==> config.mk <==
export PLATFORM = sky130hd
export DESIGN_NAME = trap_return_unit
export DESIGN_NICKNAME = d
export VERILOG_FILES = /design/src/rtl/trap_ret_pkg.sv /design/src/rtl/trap_ret_check.sv /design/src/rtl/trap_ret_update.sv /design/src/rtl/trap_return_unit.sv
export SDC_FILE = /design/constraint.sdc
export NUM_CORES = 1
export LEC_CHECK = 0
export ABC_AREA = 1
export BUFFER_PORTS_ARGS = -buffer_cell sky130_fd_sc_hd__buf_4
export CORE_AREA = 8 8 175 177
export DETAILED_ROUTE_END_ITERATION = 16
export DIE_AREA = 0 0 183 185
export GPL_TIMING_DRIVEN = 0
export PLACE_DENSITY = 0.57
export SYNTH_ARGS = -nofsm -noshare
export SYNTH_HDL_FRONTEND = slang
export SYNTH_SLANG_ARGS = --single-unit
==> constraint.sdc <==
create_clock -name clk -period 1.22 [get_ports clk]
set_clock_uncertainty 0.15 [all_clocks]
set_input_delay 0.061 -clock clk [delete_from_list [all_inputs] [get_ports clk]]
set_output_delay 0.061 -clock clk [all_outputs]
set_load 0.03 [all_outputs]
==> src/rtl/trap_ret_pkg.sv <==
// Package for the trap-return unit: word widths, status bit positions,
// privilege encodings and cause codes. Assumes a 64-bit status layout.
package trap_ret_pkg;
    localparam int ST_W  = 64;
    localparam int PC_W  = 64;
    localparam int CAUSE_W = 5;

    // status word bit positions
    localparam int B_SIE  = 1;
    localparam int B_MIE  = 3;
    localparam int B_SPIE = 5;
    localparam int B_MPIE = 7;
    localparam int B_SPP  = 8;
    localparam int B_MPP_LO = 11;
    localparam int B_MPP_HI = 12;
    localparam int B_TSR  = 22;
    localparam int B_MPV  = 39;

    // hypervisor-status word bit positions
    localparam int B_SPV  = 7;
    localparam int B_VTSR = 22;

    localparam logic [1:0] PRIV_U = 2'd0;
    localparam logic [1:0] PRIV_S = 2'd1;
    localparam logic [1:0] PRIV_M = 2'd3;

    localparam logic [CAUSE_W-1:0] CAUSE_MISALIGN = 5'd0;
    localparam logic [CAUSE_W-1:0] CAUSE_ILLEGAL  = 5'd2;
    localparam logic [CAUSE_W-1:0] CAUSE_VIRT     = 5'd22;

    typedef struct packed {
        logic                fault;
        logic [CAUSE_W-1:0]  cause;
    } verdict_t;
endpackage

==> src/rtl/trap_ret_check.sv <==
// Legality checker for trap returns. Purely combinational.
// Evaluates the checks in fixed priority and reports the first that fails.
// Assumes the caller has already muxed the proper return target.
module trap_ret_check
    import trap_ret_pkg::*;
(
    input  logic       is_mret,
    input  logic [1:0] cur_priv,
    input  logic       cur_virt,
    input  logic       tsr,
    input  logic       vtsr,
    input  logic [1:0] mpp,
    input  logic [1:0] target_lo,
    input  logic       has_c,
    input  logic       has_h,
    input  logic       pmp_present,
    output verdict_t   verdict
);
    logic misaligned;

    // Purpose: flag a target that is not 4-byte aligned when compressed is absent.
    always_comb misaligned = !has_c && (target_lo != 2'b00);

    // Purpose: priority chain of return checks; first failure sets the cause.
    always_comb begin
        verdict = '{fault: 1'b0, cause: CAUSE_MISALIGN};
        if (!is_mret) begin
            if (cur_priv == PRIV_U) begin
                verdict = '{fault: 1'b1, cause: CAUSE_ILLEGAL};
            end else if (misaligned) begin
                verdict = '{fault: 1'b1, cause: CAUSE_MISALIGN};
            end else if (tsr && (cur_priv != PRIV_M)) begin
                verdict = '{fault: 1'b1, cause: CAUSE_ILLEGAL};
            end else if (has_h && cur_virt && vtsr) begin
                verdict = '{fault: 1'b1, cause: CAUSE_VIRT};
            end
        end else begin
            if (cur_priv != PRIV_M) begin
                verdict = '{fault: 1'b1, cause: CAUSE_ILLEGAL};
            end else if (misaligned) begin
                verdict = '{fault: 1'b1, cause: CAUSE_MISALIGN};
            end else if (!pmp_present && (mpp != PRIV_M)) begin
                verdict = '{fault: 1'b1, cause: CAUSE_ILLEGAL};
            end
        end
    end
endmodule

==> src/rtl/trap_ret_update.sv <==
// State update for a legal trap return. Purely combinational.
// Pops the enable stack, picks the new privilege and virtualization mode,
// and flags a bank swap. Assumes the result is discarded on a fault.
module trap_ret_update
    import trap_ret_pkg::*;
(
    input  logic            is_mret,
    input  logic            cur_virt,
    input  logic            has_h,
    input  logic [ST_W-1:0] status,
    input  logic [ST_W-1:0] hstatus,
    output logic [ST_W-1:0] new_status,
    output logic [ST_W-1:0] new_hstatus,
    output logic [1:0]      new_priv,
    output logic            new_virt,
    output logic            swap
);
    // Purpose: compute the post-return status, hypervisor-status and mode.
    always_comb begin
        new_status  = status;
        new_hstatus = hstatus;
        new_virt    = cur_virt;
        swap        = 1'b0;
        if (!is_mret) begin
            new_status[B_SIE]  = status[B_SPIE];
            new_status[B_SPIE] = 1'b1;
            new_status[B_SPP]  = 1'b0;
            new_priv           = {1'b0, status[B_SPP]};
            if (has_h && !cur_virt) begin
                new_hstatus[B_SPV] = 1'b0;
                new_virt           = hstatus[B_SPV];
                swap               = hstatus[B_SPV];
            end
        end else begin
            new_status[B_MIE]               = status[B_MPIE];
            new_status[B_MPIE]              = 1'b1;
            new_status[B_MPP_HI:B_MPP_LO]   = PRIV_U;
            new_status[B_MPV]               = 1'b0;
            new_priv                        = status[B_MPP_HI:B_MPP_LO];
            if (has_h) begin
                new_virt = status[B_MPV];
                swap     = status[B_MPV];
            end
        end
    end
endmodule

==> src/rtl/trap_return_unit.sv <==
// Top of the trap-return unit. Selects the return target, runs the legality
// checks and the state update, and registers one response per request.
// Assumes requests arrive at most one per cycle; outputs hold between them
// except rsp_valid and swap_pulse, which are single-cycle.
module trap_return_unit
    import trap_ret_pkg::*;
(
    input  logic               clk,
    input  logic               rst_n,
    input  logic               req_valid,
    input  logic               req_mret,
    input  logic [1:0]         cur_priv,
    input  logic               cur_virt,
    input  logic [ST_W-1:0]    status_in,
    input  logic [ST_W-1:0]    hstatus_in,
    input  logic [PC_W-1:0]    sepc_in,
    input  logic [PC_W-1:0]    mepc_in,
    input  logic               has_c,
    input  logic               has_h,
    input  logic               pmp_present,
    output logic               rsp_valid,
    output logic               rsp_fault,
    output logic [CAUSE_W-1:0] rsp_cause,
    output logic [ST_W-1:0]    status_out,
    output logic [ST_W-1:0]    hstatus_out,
    output logic [PC_W-1:0]    next_pc,
    output logic [1:0]         next_priv,
    output logic               next_virt,
    output logic               swap_pulse
);
    logic [PC_W-1:0] target;
    verdict_t        verdict;
    logic [ST_W-1:0] upd_status, upd_hstatus;
    logic [1:0]      upd_priv;
    logic            upd_virt, upd_swap;

    // Purpose: pick the saved PC that matches the return type.
    always_comb target = req_mret ? mepc_in : sepc_in;

    trap_ret_check u_check (
        .is_mret     (req_mret),
        .cur_priv    (cur_priv),
        .cur_virt    (cur_virt),
        .tsr         (status_in[B_TSR]),
        .vtsr        (hstatus_in[B_VTSR]),
        .mpp         (status_in[B_MPP_HI:B_MPP_LO]),
        .target_lo   (target[1:0]),
        .has_c       (has_c),
        .has_h       (has_h),
        .pmp_present (pmp_present),
        .verdict     (verdict)
    );

    trap_ret_update u_update (
        .is_mret     (req_mret),
        .cur_virt    (cur_virt),
        .has_h       (has_h),
        .status      (status_in),
        .hstatus     (hstatus_in),
        .new_status  (upd_status),
        .new_hstatus (upd_hstatus),
        .new_priv    (upd_priv),
        .new_virt    (upd_virt),
        .swap        (upd_swap)
    );

    // Purpose: register the verdict and, only when legal, the new state.
    always_ff @(posedge clk) begin
        if (!rst_n) begin
            rsp_valid   <= 1'b0;
            rsp_fault   <= 1'b0;
            rsp_cause   <= '0;
            status_out  <= '0;
            hstatus_out <= '0;
            next_pc     <= '0;
            next_priv   <= PRIV_U;
            next_virt   <= 1'b0;
            swap_pulse  <= 1'b0;
        end else begin
            rsp_valid  <= req_valid;
            swap_pulse <= 1'b0;
            if (req_valid) begin
                rsp_fault <= verdict.fault;
                rsp_cause <= verdict.cause;
                if (verdict.fault) begin
                    status_out  <= status_in;
                    hstatus_out <= hstatus_in;
                    next_pc     <= '0;
                    next_priv   <= cur_priv;
                    next_virt   <= cur_virt;
                end else begin
                    status_out  <= upd_status;
                    hstatus_out <= upd_hstatus;
                    next_pc     <= target;
                    next_priv   <= upd_priv;
                    next_virt   <= upd_virt;
                    swap_pulse  <= upd_swap;
                end
            end
        end
    end
endmodule

; ---- After elaboration in Yosys (flattened, before gate mapping)
; Cells that the tools add are included.
[word_totals]
n_memories = 0
rom_bits = 0
regBits = 203
in_bits = 266
output_inout_bits = 203
ramBits = 0
latch_bits = 0
[op_classes]
bitwise_logic = 2
muxes = 30
n_eq_ne = 2
reduce_logical = 12
add_sub_neg = 0
n_lt_le_gt_ge = 0
div = 0
shift = 0
n_mul = 0
[ops]
columns = op, count
row1 = $mux W64, 2
row2 = $mux W6, 8
row3 = $mux W40, 1
row4 = $mux W1, 15
row5 = $mux W8, 1
row6 = $logic_and A1 B1 Y1, 6
row7 = $mux W2, 3
row8 = $ne A2 B2 Y1 const B, 2
row9 = $logic_not A1 Y1, 3
row10 = $reduce_or A3 Y1, 1
row11 = $logic_not A2 Y1, 1
row12 = $not A1 Y1, 2
row13 = $reduce_bool A2 Y1, 1

; ---- Longest topological paths before layout
; Gate-level depths: netlist (run 1).
[depth]
word_depth = 8
mapped_depth = 12
mapped_depth_nobuf = 10

; ---- Hierarchy
; Synthesis (run 1) repeated with hierarchy kept, for this count alone.
[hier_totals]
hier_cells = 1753
hier_area_um2 = 11828.8
[by_module_without_submodules]
columns = mod, area_each_um2, seq_area_each_um2, n_inst, cells_per_inst
row1 = trap_return_unit, 10670.2, 4063.9, 1, 1582
row2 = trap_ret_update, 1043.5, 0.0, 1, 149
row3 = trap_ret_check, 115.1, 0.0, 1, 22

; ---- Least setup slack after synthesis (run 1)
; Ideal clock, no wire load.
[synth_timing]
kind = input -> register
start = in req_mret
end = reg next_pc[43]
t_arrival_ns = 1.000
t_required_ns = 0.956
cell_stages = 12
n_path_buf = 3
setup_slack_ns = -0.043
cell_sequence = inv_2 -> buf_6 -> nand2_1 -> nand2_1 -> nand2_1 -> nand2_4 -> nand2_4 -> nand2_2 -> buf_6 -> buf_6 -> nand3_1 -> nand2_1
[synth_between]
elab_chain_len = 7
word_cells_on_any_way = 9
[synth_lines]
columns = element, line
row1 = start: declaration, trap_return_unit.sv:11  ; input logic req_mret,
row2 = $mux W64, trap_return_unit.sv:38  ; always_comb target = req_mret ? mepc_in : sepc_in;
row3 = $reduce_bool A2 Y1, trap_ret_check.sv:22  ; always_comb misaligned = !has_c && (target_lo != 2'b00);
row4 = $logic_and A1 B1 Y1, trap_ret_check.sv:22
row5 = $mux W6 (on tied branches), "trap_ret_check.sv:30, trap_ret_check.sv:40"
row6 = $mux W6 (on tied branches), "trap_ret_check.sv:28, trap_ret_check.sv:38"
row7 = $mux W6, trap_ret_check.sv:27  ; if (!is_mret) begin
row8 = $mux W64 *, trap_return_unit.sv:85  ; if (verdict.fault) begin
row9 = end signal: assignment, trap_return_unit.sv:94  ; next_pc <= target;
row10 = end: declaration, trap_return_unit.sv:26  ; output logic [PC_W-1:0] next_pc,
; Mark *: on every way between the ends. The rest lies on a longest branch, timed or not.
; A chain may end at the register's enable or synchronous reset.

; ---- Final worst setup path (run 1)
[layout_timing]
start = reg hstatus_out[45]
end = out hstatus_out[45]
[layout_rtl]
columns = element, line
row1 = start: declaration, trap_return_unit.sv:25  ; output logic [ST_W-1:0] hstatus_out,
row2 = start signal: assignment, trap_return_unit.sv:87  ; hstatus_out <= hstatus_in;
row3 = start signal: assignment, trap_return_unit.sv:93  ; hstatus_out <= upd_hstatus;
; No word-level cell between the ends.

==> out/metrics.yaml, run 1 <==
sta:
  final.min_clock_period_ps: 1200
  setup_viol: 0
  final-hold-violation-count: 0
  slew_viol_final: 0
  fin_crit_sh: 0.981
  setup_ws_ps: 22.7
  worstMarginPinSlew_ps: 522
  slew_headroom: 0.652
  max_clock_freq_mhz: 835
pwr:
  vdd.ir_drop.worst_v: 0.000750
  power.density_cell_area_nw_per_um2: 1120
  leakagePower_nw: 7.43
route:
  drtAntennaViolNets: 0
  totalWireLength_um: 36600
  dr_total_vias: 8970
  drt_iter0_drc: 351
  vias_per_cell: 4.44
  drtPass1Iterations: 5
  drc_errors: 0
  wire_per_inst_um: 18.1
critical_path:
  arrival_ps: 990
  r2r_cells: 1
  critPathLaunchType: "flip-flop"
  path_depth: 1
  path_cells: "buf_6"
  slowest_stage: "dfxtp_1"
  cp_top_family: "flip-flops"
  slowest_delay_ps: 390
  crit_fanout: 2
  end_kind: "primary output"
  critical_path_class: "reg2out"
  crit_required_ps: 1010
  ff2ff_setup_slack_ps: 420
  crit_buf_inv: 1
run:
  drv_cap: 0
synth:
  synth-seq-cells: 200
  synthDistinctLibCells: 24
  yosys-top-cells-area: "dfxtp_1 (55%), nand2_1 (18%), a22o_1 (14%)"
  yosys.area.top_type: "dfxtp_1"
  synth_top_area_frac: 0.548
  ys_warn_count: 0
  postSynthCellCount: 861
  seq_area_frac_synth: 0.548
  synth_area_um2: 7300
  syn_area_per_cell_um2: 8.48
die:
  core_area_um2: 28100
  die-width_um: 183
  start_util: 0.260
  rows: 62
  ios: 469
  die_area_um2: 33900
  die_y_um: 185
cells_and_area:
  multiInputGateArea_um2: 3000
  layout_common_cells: "buf_4 (447), nand2_1 (348), dlygate4sd3_1 (267), dfxtp_1 (182), a22o_1 (120)"
  layout.area.seq_um2: 4030
  stdcell_area_um2: 14900
  n_fill_cell: 2549
  nNetsFinal: 1885
  layout-drive-gt1-share: 0.356
  final_common_cell: "buf_4"
  syn_to_final_growth_pct: 104
global_route:
  grt_max_degree: 22
  grt_pass1_wl_um: 54000
  antenna_found_initial: 4
  grt_pass1_vias: 9324
  grtUsageMet3: 0.0700
  grtUsageMet2: 0.363
  grt_usage: 0.206
  grt_overflow: 0
  use_met1: 0.222
  busiest_layer: "met2"
place:
  place_hpwl_um: 25900
  pre_cts_ws_ps: -1160
  place_congestion: 0.841
  port_buffers: 466
  placed_area_um2: 11300
worst_hold_path:
  worst_hold_path.num_cells: 6
  hold_class: "in2reg"
clock_tree:
  htreeDepth: 4
  cts_sinks: 200
  clockBufferDepth: 2
  clk_pin_slew_worst_paths_ps: 90
  tritoncts: "yes"
  cts_root_buf: "clkbuf_16"
  cts_inserted_buffers: 17
  clock_latency_ps: 420
outcome:
  status: "finished, final reports clean"
==> kinds of logic (layout without fill, tap and decap cells) <==
family / after synthesis / count (layout) / synth area share
other: 1 / 5 / 0.000513
AND/OR/NAND/NOR: 444 / 444 / 0.247
AO/OA/AOI/OAI: 133 / 133 / 0.153
buffers and inverters: 82 / 852 / 0.0498
flip-flops: 200 / 200 / 0.548
multiplexers: 1 / 1 / 0.00137
==> sequential cells by signal (all words and copies together) (netlist names) <==
register,flops
rsp_valid,1
rsp_fault,1
swap_pulse,1
next_virt,1
status_out,64
next_pc,64
next_priv,2
rsp_cause,2
hstatus_out,64
==> final timing paths <==
path / end / start
setup / recovery: hstatus_out[45] / hstatus_out[45]
hold / removal: status_out[5] / status_in[22]
setup reg to reg: hstatus_out[45] / hstatus_out[45]
hold reg to reg: next_pc[44] / next_pc[44]
==> layout make-up <==
type / count / area share
Clock buffer: 18 / 0.0289
Timing Repair Buffer: 740 / 0.426
Clock inverter: 14 / 0.0116
Antenna cell: 3 / 0.000505
Inverter: 16 / 0.00488
Multi-Input combinational cell: 580 / 0.202
Buffer: 64 / 0.0230
Sequential cell: 200 / 0.271
Tap cell: 384 / 0.0323
==> report_power, final <==
group / switching, mW / internal, mW / leakage [nW] / total (mW)
Combinational: 1.81 / 1.91 / 5.49 / 3.72
Clock: 3.05 / 2.81 / 0.291 / 5.86
Sequential: 0.183 / 6.84 / 1.65 / 7.03
==> cell usage after synthesis (all sizes together) <==
cell / number
mux2i: 1
clkinv: 1
o21ai: 9
nand4: 4
nand3: 74
inv: 15
a21oi: 2
conb: 1
buf: 26
nor2: 9
clkbuf: 40
a31oi: 2
nand3b: 2
a22o: 120
dfxtp: 200
nand2: 355
==> stage by stage <==
stage / util / hold slack (ps) / TNS, ps / instances / total power, mW
after global routing: 0.529 / 56.9 / -44.3 / 2019 / 17.3
after global placement: 0.403 / 134 / -146310 / 1712 / 10.0
after detailed placement: 0.403 / 137 / -161380 / 1712 / 10.1
after floorplan: - / 18.3 / -639 / 862 / 8.52
final: 0.529 / 13.4 / 0 / 2019 / 16.6
after CTS: 0.522 / -248 / 0 / 2010 / 16.7
==> layer usage <==
| metal | vias to the layer above | routed length [um] | share of wire |
|---|---|---|---|
| li1 | 4404 | - | - |
| met1 | 4117 | 14200 | 0.39 |
| met2 | 382 | 18100 | 0.50 |
| met3 | 65 | 2940 | 0.080 |
| met4 | 2 | 1260 | 0.035 |
| met5 | - | 13 | 0.00036 |
==> what timing repair did <==
action	in CTS	in global routing
endpoints found under the setup margin	171	95
hold buffers	265	2
resized for setup	40	57
hold endpoints to repair	199	2
cloned	0	0
buffers inserted	3	4
pin swaps	2	1
(Power assumes the default switching activity.)
==> run 2, diff against run 1 <==
--- a/config.mk
+++ b/config.mk
@@ -7,9 +7,10 @@
 export LEC_CHECK = 0
 export ABC_AREA = 1
 export BUFFER_PORTS_ARGS = -buffer_cell sky130_fd_sc_hd__buf_4
-export CORE_AREA = 8 8 175 177
+export CORE_AREA = 8 8 176 178
+export CTS_BUF_LIST = sky130_fd_sc_hd__clkbuf_8
 export DETAILED_ROUTE_END_ITERATION = 16
-export DIE_AREA = 0 0 183 185
+export DIE_AREA = 0 0 184 186
 export GPL_TIMING_DRIVEN = 0
 export PLACE_DENSITY = 0.57
 export SYNTH_ARGS = -nofsm -noshare
==> run 2 against run 1 <==
The run now ends with hold timing, setup timing left; via count grew 1.6%; power down 5.6%; sequential power up 1%; maximum frequency fell by 4.8%; wire length rose by 4.0%.
==> out/metrics.yaml, run 2 (synthesized netlist as in run 1, its figures left out) <==
outcome:
  status: "complete, but fails checks"
  failed_checks: "hold timing, setup timing"
clock_tree:
  clk_pin_slew_worst_paths_ps: 120  # +30 ps
  cts_sinks: 200  # unchanged
  tritoncts: "yes"
  clock_latency_ps: 440  # +20 ps
  cts_inserted_buffers: 17  # unchanged
  htreeDepth: 4  # unchanged
  cts_root_buf: "clkbuf_8"
  clockBufferDepth: 2  # unchanged
global_route:
  grt_usage: 0.206  # about the same
  antenna_found_initial: 5  # +1
  grt_pass1_vias: 9536  # +2.3%
  grt_pass1_wl_um: 54800  # +1.5%
  grt_max_degree: 22  # unchanged
  grt_overflow: 0  # unchanged
critical_path:
  cp_top_family: "flip-flops"
  r2r_cells: 2  # +1
  crit_buf_inv: 2  # +1
  crit_fanout: 3  # +1
  critical_path_class: "reg2out"
  path_depth: 2  # +1
  ff2ff_setup_slack_ps: 320  # -100 ps
  end_kind: "primary output"
  critPathLaunchType: "flip-flop"
  crit_required_ps: 1010  # about the same
  slowest_stage: "dfxtp_4"
  arrival_ps: 1050  # +60 ps
  crit_path_frequent_cell: "buf_6"
  path_cells: "buf_6 -> buf_6"
  slowest_delay_ps: 370  # -20 ps
pwr:
  vdd.ir_drop.worst_v: 0.000965  # +29%
  finalPower_mw: 15.7  # -5.6%
  power.density_cell_area_nw_per_um2: 1010  # -9.8%
  leakagePower_nw: 7.56  # +1.7%
die:
  start_util: 0.259  # -0.00143
  core_area_um2: 28200  # +0.55%
  die-width_um: 184  # +0.55%
  die_area_um2: 34200  # +1.1%
  ios: 469  # unchanged
  die_y_um: 186  # +0.54%
  rows: 62  # unchanged
sta:
  final-hold-violation-count: 7  # +7
  setup_viol: 1  # +1
  holdWs_ps: -319  # -333 ps
  setup_ws_ps: -37.2  # -59.9 ps
  grt_setup_unrepaired: "yes"
  slew_viol_final: 0  # unchanged
  fin_crit_sh: 1.03  # +0.0491
  max_clock_freq_mhz: 795  # -4.8%
  slew_headroom: 0.629  # -0.0237
  tns_ps: -37.2  # -37.2 ps
  final.min_clock_period_ps: 1260  # +59.9 ps
  worstMarginPinSlew_ps: 557  # +35.5 ps
route:
  vias_per_cell: 4.51  # +1.5%
  drc_errors: 0  # unchanged
  wire_per_inst_um: 18.8  # +4.0%
  drtAntennaViolNets: 0  # unchanged
  drtPass1Iterations: 5  # unchanged
  dr_total_vias: 9113  # +1.6%
  drt_iter0_drc: 321  # -8.5%
  totalWireLength_um: 38100  # +4.0%
cells_and_area:
  fin_util: 0.551  # +0.0218
  syn_to_final_growth_pct: 113
  nNetsFinal: 1886  # +0.053%
  final_common_cell: "nand2_1"
  layout_common_cells: "nand2_1 (348), buf_4 (282), dlygate4sd3_1 (260), buf_6 (198), dfxtp_2 (187)"
  layout-drive-gt1-share: 0.459  # +0.103
  top_regs: "hstatus_out: 64 flops, next_pc: 64 flops, status_out: 64 flops"
place:
  port_buffers: 466  # unchanged
  place_congestion: 0.824  # -2.0%
  place_hpwl_um: 26400  # +1.6%
worst_hold_path:
  hold_class: "in2reg"
  worst_hold_path.num_cells: 2  # -4
run:
  drv_cap: 0  # unchanged
[run 2: stage by stage]
stage | hold slack (ps) | cell area, um2 | cells | worst slack, ps
4_1_cts | -349 | 15000 | 2004 | -66.5
6_report | -319 | 15600 | 2020 | -37.2
3_5_place_dp | 137 | 11300 | 1712 | -915
3_3_place_gp | 134 | 11300 | 1712 | -920
2_1_floorplan | 18.3 | 7340 | 862 | -16.0
5_1_grt | -355 | 15600 | 2019 | -95.1
[run 2: per-layer routing]
| layer | global-route usage | vias up | wire, um | part of all wire |
|---|---|---|---|---|
| met3 | 0.0752 | 61 | 3320 | 0.087 |
| met1 | 0.217 | 4269 | 14200 | 0.37 |
| li1 | - | 4400 | - | - |
| met4 | 0.0768 | 6 | 1160 | 0.031 |
| met2 | 0.370 | 377 | 19300 | 0.51 |
| met5 | 0 | - | 36 | 0.00095 |
[run 2: worst reg2reg max path: stages, from the launching register on]
cell and delay [ps]:
dfxtp_2 350, buf_4 130, a22o_1 180
[run 2: timing repair]
| action | in CTS | in global routing |
|---|---|---|
| endpoints found under the hold margin | 199 | 8 |
| gates cloned | 0 | 1 |
| gates resized for setup | 240 | 192 |
| buffers inserted | 1 | 11 |
| pin swaps | 2 | 5 |
| hold buffers | 259 | 1 |
| endpoints found under the setup margin | 288 | 252 |
[run 2: layout make-up]
class | count | area, um2
timing repair buffer | 739 | 6970
clock buffer | 17 | 234
antenna | 3 | 7.51
buffer | 66 | 357
clock inverter | 15 | 199
fill | 2451 | 12700
tap | 384 | 480
inverter | 16 | 72.6
sequential | 200 | 4250
multi-input combinational | 580 | 3000
[run 2: power by group]
group / internal, mW / switching [mW]
logic: 2.08 / 1.85
registers: 6.89 / 0.230
clock network: 1.80 / 2.83
[run 2: worst paths after layout]
check | from | to
worst max register to register | hstatus_out[35] | hstatus_out[35]
worst max-delay path | rsp_cause[2] | rsp_cause[4]
worst min-delay path | status_in[22] | status_out[22]
worst min register to register | next_pc[44] | next_pc[44]
==> run 3, diff against run 2 <==
--- a/config.mk
+++ b/config.mk
@@ -12,7 +12,8 @@
 export DETAILED_ROUTE_END_ITERATION = 16
 export DIE_AREA = 0 0 184 186
 export GPL_TIMING_DRIVEN = 0
-export PLACE_DENSITY = 0.57
+export PLACE_DENSITY = 0.55
+export RECOVER_POWER = 100
 export SYNTH_ARGS = -nofsm -noshare
 export SYNTH_HDL_FRONTEND = slang
 export SYNTH_SLANG_ARGS = --single-unit
==> constraint.sdc (replaced) <==
create_clock -name clk -period 1.5 [get_ports clk]
set_clock_uncertainty 0.15 [all_clocks]
set_input_delay 0.075 -clock clk [delete_from_list [all_inputs] [get_ports clk]]
set_output_delay 0.075 -clock clk [all_outputs]
set_load 0.03 [all_outputs]
==> run 3 against run 2 <==
The flow finishes with violations (hold timing); worst hold slack improved by 260 ps; via count shrank 1.8%; flip-flop and latch count stayed put; sequential share of layout area up 0.41 points; critical path type is now in2reg.
==> out/metrics.yaml, run 3 (synthesized netlist as in run 1, its figures left out) <==
clock_tree:
  cts_root_buf: "clkbuf_8"
  cts_sinks: 200  # unchanged
  clk_pin_slew_worst_paths_ps: 110  # about the same
  cts_inserted_buffers: 17  # unchanged
  htreeDepth: 4  # unchanged
  clock_latency_ps: 450  # about the same
  tritoncts: "yes"
  clockBufferDepth: 2  # unchanged
critical_path:
  end_kind: "flip-flop"
  ff2ff_setup_slack_ps: 180  # -140 ps
  crit_required_ps: 1690  # +680 ps
  worstReg2RegEnd: "status_out[7]"
  r2r_cells: 3  # +1
  arrival_ps: 1690  # +640 ps
  endpoint: "rsp_cause[1]"
  reg2reg_from: "status_out[7]"
  crit_fanout: 6  # +3
  critPathLaunch: "has_c"
  critPathLaunchType: "input pin"
  critical_path_class: "in2reg"
cells_and_area:
  fin_cells: 2022  # +0.099%
  top_regs: "hstatus_out: 64 flops, next_pc: 64 flops, status_out: 64 flops"
  stdcell_area_um2: 14500  # -7.1%
  layout-drive-gt1-share: 0.327  # -0.132
  final_common_cell: "buf_4"
  layout_common_cells: "buf_4 (473), nand2_1 (351), dlygate4sd3_1 (270), dfxtp_1 (200), a22o_1 (120)"
  syn_to_final_growth_pct: 98.0
  nNetsFinal: 1887  # +0.053%
pwr:
  vdd.ir_drop.worst_v: 0.000493  # -49%
  leakagePower_nw: 7.23  # -4.3%
  finalPower_mw: 12.3  # -22%
  power.density_cell_area_nw_per_um2: 849  # -16%
route:
  vias_per_cell: 4.43  # -1.9%
  drtAntennaViolNets: 0  # unchanged
  totalWireLength_um: 36300  # -4.7%
  dr_total_vias: 8951  # -1.8%
  drt_iter0_drc: 302  # -5.9%
  drc_errors: 0  # unchanged
  drtPass1Iterations: 5  # unchanged
  wire_per_inst_um: 17.9  # -4.8%
sta:
  max_clock_freq_mhz: 668
  final-hold-violation-count: 1  # -6
  fin_crit_sh: 0.998
  holdWs_ps: -56.4  # +263 ps
  setup_viol: 0  # -1
  setup_ws_ps: 3.38  # +40.6 ps
  slew_viol_final: 0  # unchanged
  slew_headroom: 0.604  # -0.0244
  grt_setup_unrepaired: "yes"
  final.min_clock_period_ps: 1500
  worstMarginPinSlew_ps: 594  # +36.5 ps
die:
  die-width_um: 184  # unchanged
  die_area_um2: 34200  # unchanged
  die_y_um: 186  # unchanged
  start_util: 0.259  # unchanged
  core_area_um2: 28200  # unchanged
  ios: 469  # unchanged
  rows: 62  # unchanged
worst_hold_path:
  hold_class: "in2reg"
  worst_hold_path.num_cells: 6  # +4
place:
  port_buffers: 466  # unchanged
  place_hpwl_um: 26300  # -0.12%
  pre_cts_ws_ps: -746  # +170 ps
  placed_area_um2: 11300  # -0.30%
  place_congestion: 0.812  # -1.4%
  place_inst: 1712  # unchanged
global_route:
  grt_max_degree: 22  # unchanged
  grt_overflow: 0  # unchanged
  grt_usage: 0.205  # -0.00112
  grt_pass1_vias: 9459  # -0.81%
  grt_pass1_wl_um: 54100  # -1.3%
  antenna_found_initial: 2  # -3
outcome:
  status: "complete, but fails checks"
  failed_checks: "hold timing"
run:
  drv_cap: 0  # unchanged
[run 3: cell count changes in the layout (fill, tap and decap cells not counted), moves of 10 or more]
cell	before	now
clkbuf_1	23	36
dfxtp_2	187	0
buf_6	198	4
clkbuf_2	16	4
dfxtp_1	11	200
buf_4	282	473
dlygate4sd3_1	260	270
[run 3: how the worst min path moves through the flow]
stage | start | end
after floorplan | req_valid | status_out[5]
after global placement | hstatus_in[50] | hstatus_out[50]
after CTS | cur_priv[1] | next_priv[1]
final | status_in[22] | status_out[5]
after detailed placement | status_in[23] | status_out[23]
after global routing | status_in[22] | status_out[5]
[run 3: area by class of cell]
type | count | area [um2]
antenna | 4 | 10.0
tap | 384 | 480
clock buffer | 18 | 248
multi-input combinational | 580 | 2950
buffer | 66 | 309
fill | 2635 | 13800
sequential | 200 | 4000
timing repair buffer | 740 | 6230
inverter | 16 | 60.1
clock inverter | 14 | 165
[run 3: repair_timing]
item / CTS / global route
setup buffers: 0 / 4
resized for setup: 3 / 6
endpoints found under the setup margin: 101 / 91
hold endpoints to repair: 199 / 2
hold buffers: 269 / 3
pin swaps: 0 / 1
[run 3: worst max-delay path, cell delays in order]
cell	delay [ps]
dlygate4sd3_1	540
buf_4	130
inv_2	50
nand2_4	100
a21oi_1	160
dlygate4sd3_1	560
o21ai_0	60
[run 3: through the flow]
stage          hold slack (ps)   util  TNS (ps)
3_3_place_gp               148  0.400    -90030
3_5_place_dp               151  0.400    -93330
2_1_floorplan             32.3      -         0
4_1_cts                   -273  0.510         0
5_1_grt                  -20.0  0.512     -39.9
6_report                 -56.4  0.512         0
[run 3: where the power goes]
part / total [mW] / internal [mW] / switching [mW] / leakage [nW]
Sequential: 5.70 / 5.56 / 0.138 / 1.64
Combinational: 2.97 / 1.51 / 1.46 / 5.39
Clock: 3.62 / 1.33 / 2.28 / 0.201
Total: 12.3 / 8.41 / 3.88 / 7.23
[run 3: layer usage]
| layer | vias up | track usage | share of wire |
|---|---|---|---|
| met5 | - | 0 | 0 |
| met4 | 0 | 0.0942 | 0.038 |
| met3 | 74 | 0.0673 | 0.082 |
| met2 | 373 | 0.360 | 0.49 |
| met1 | 4095 | 0.220 | 0.39 |
| li1 | 4409 | - | - |
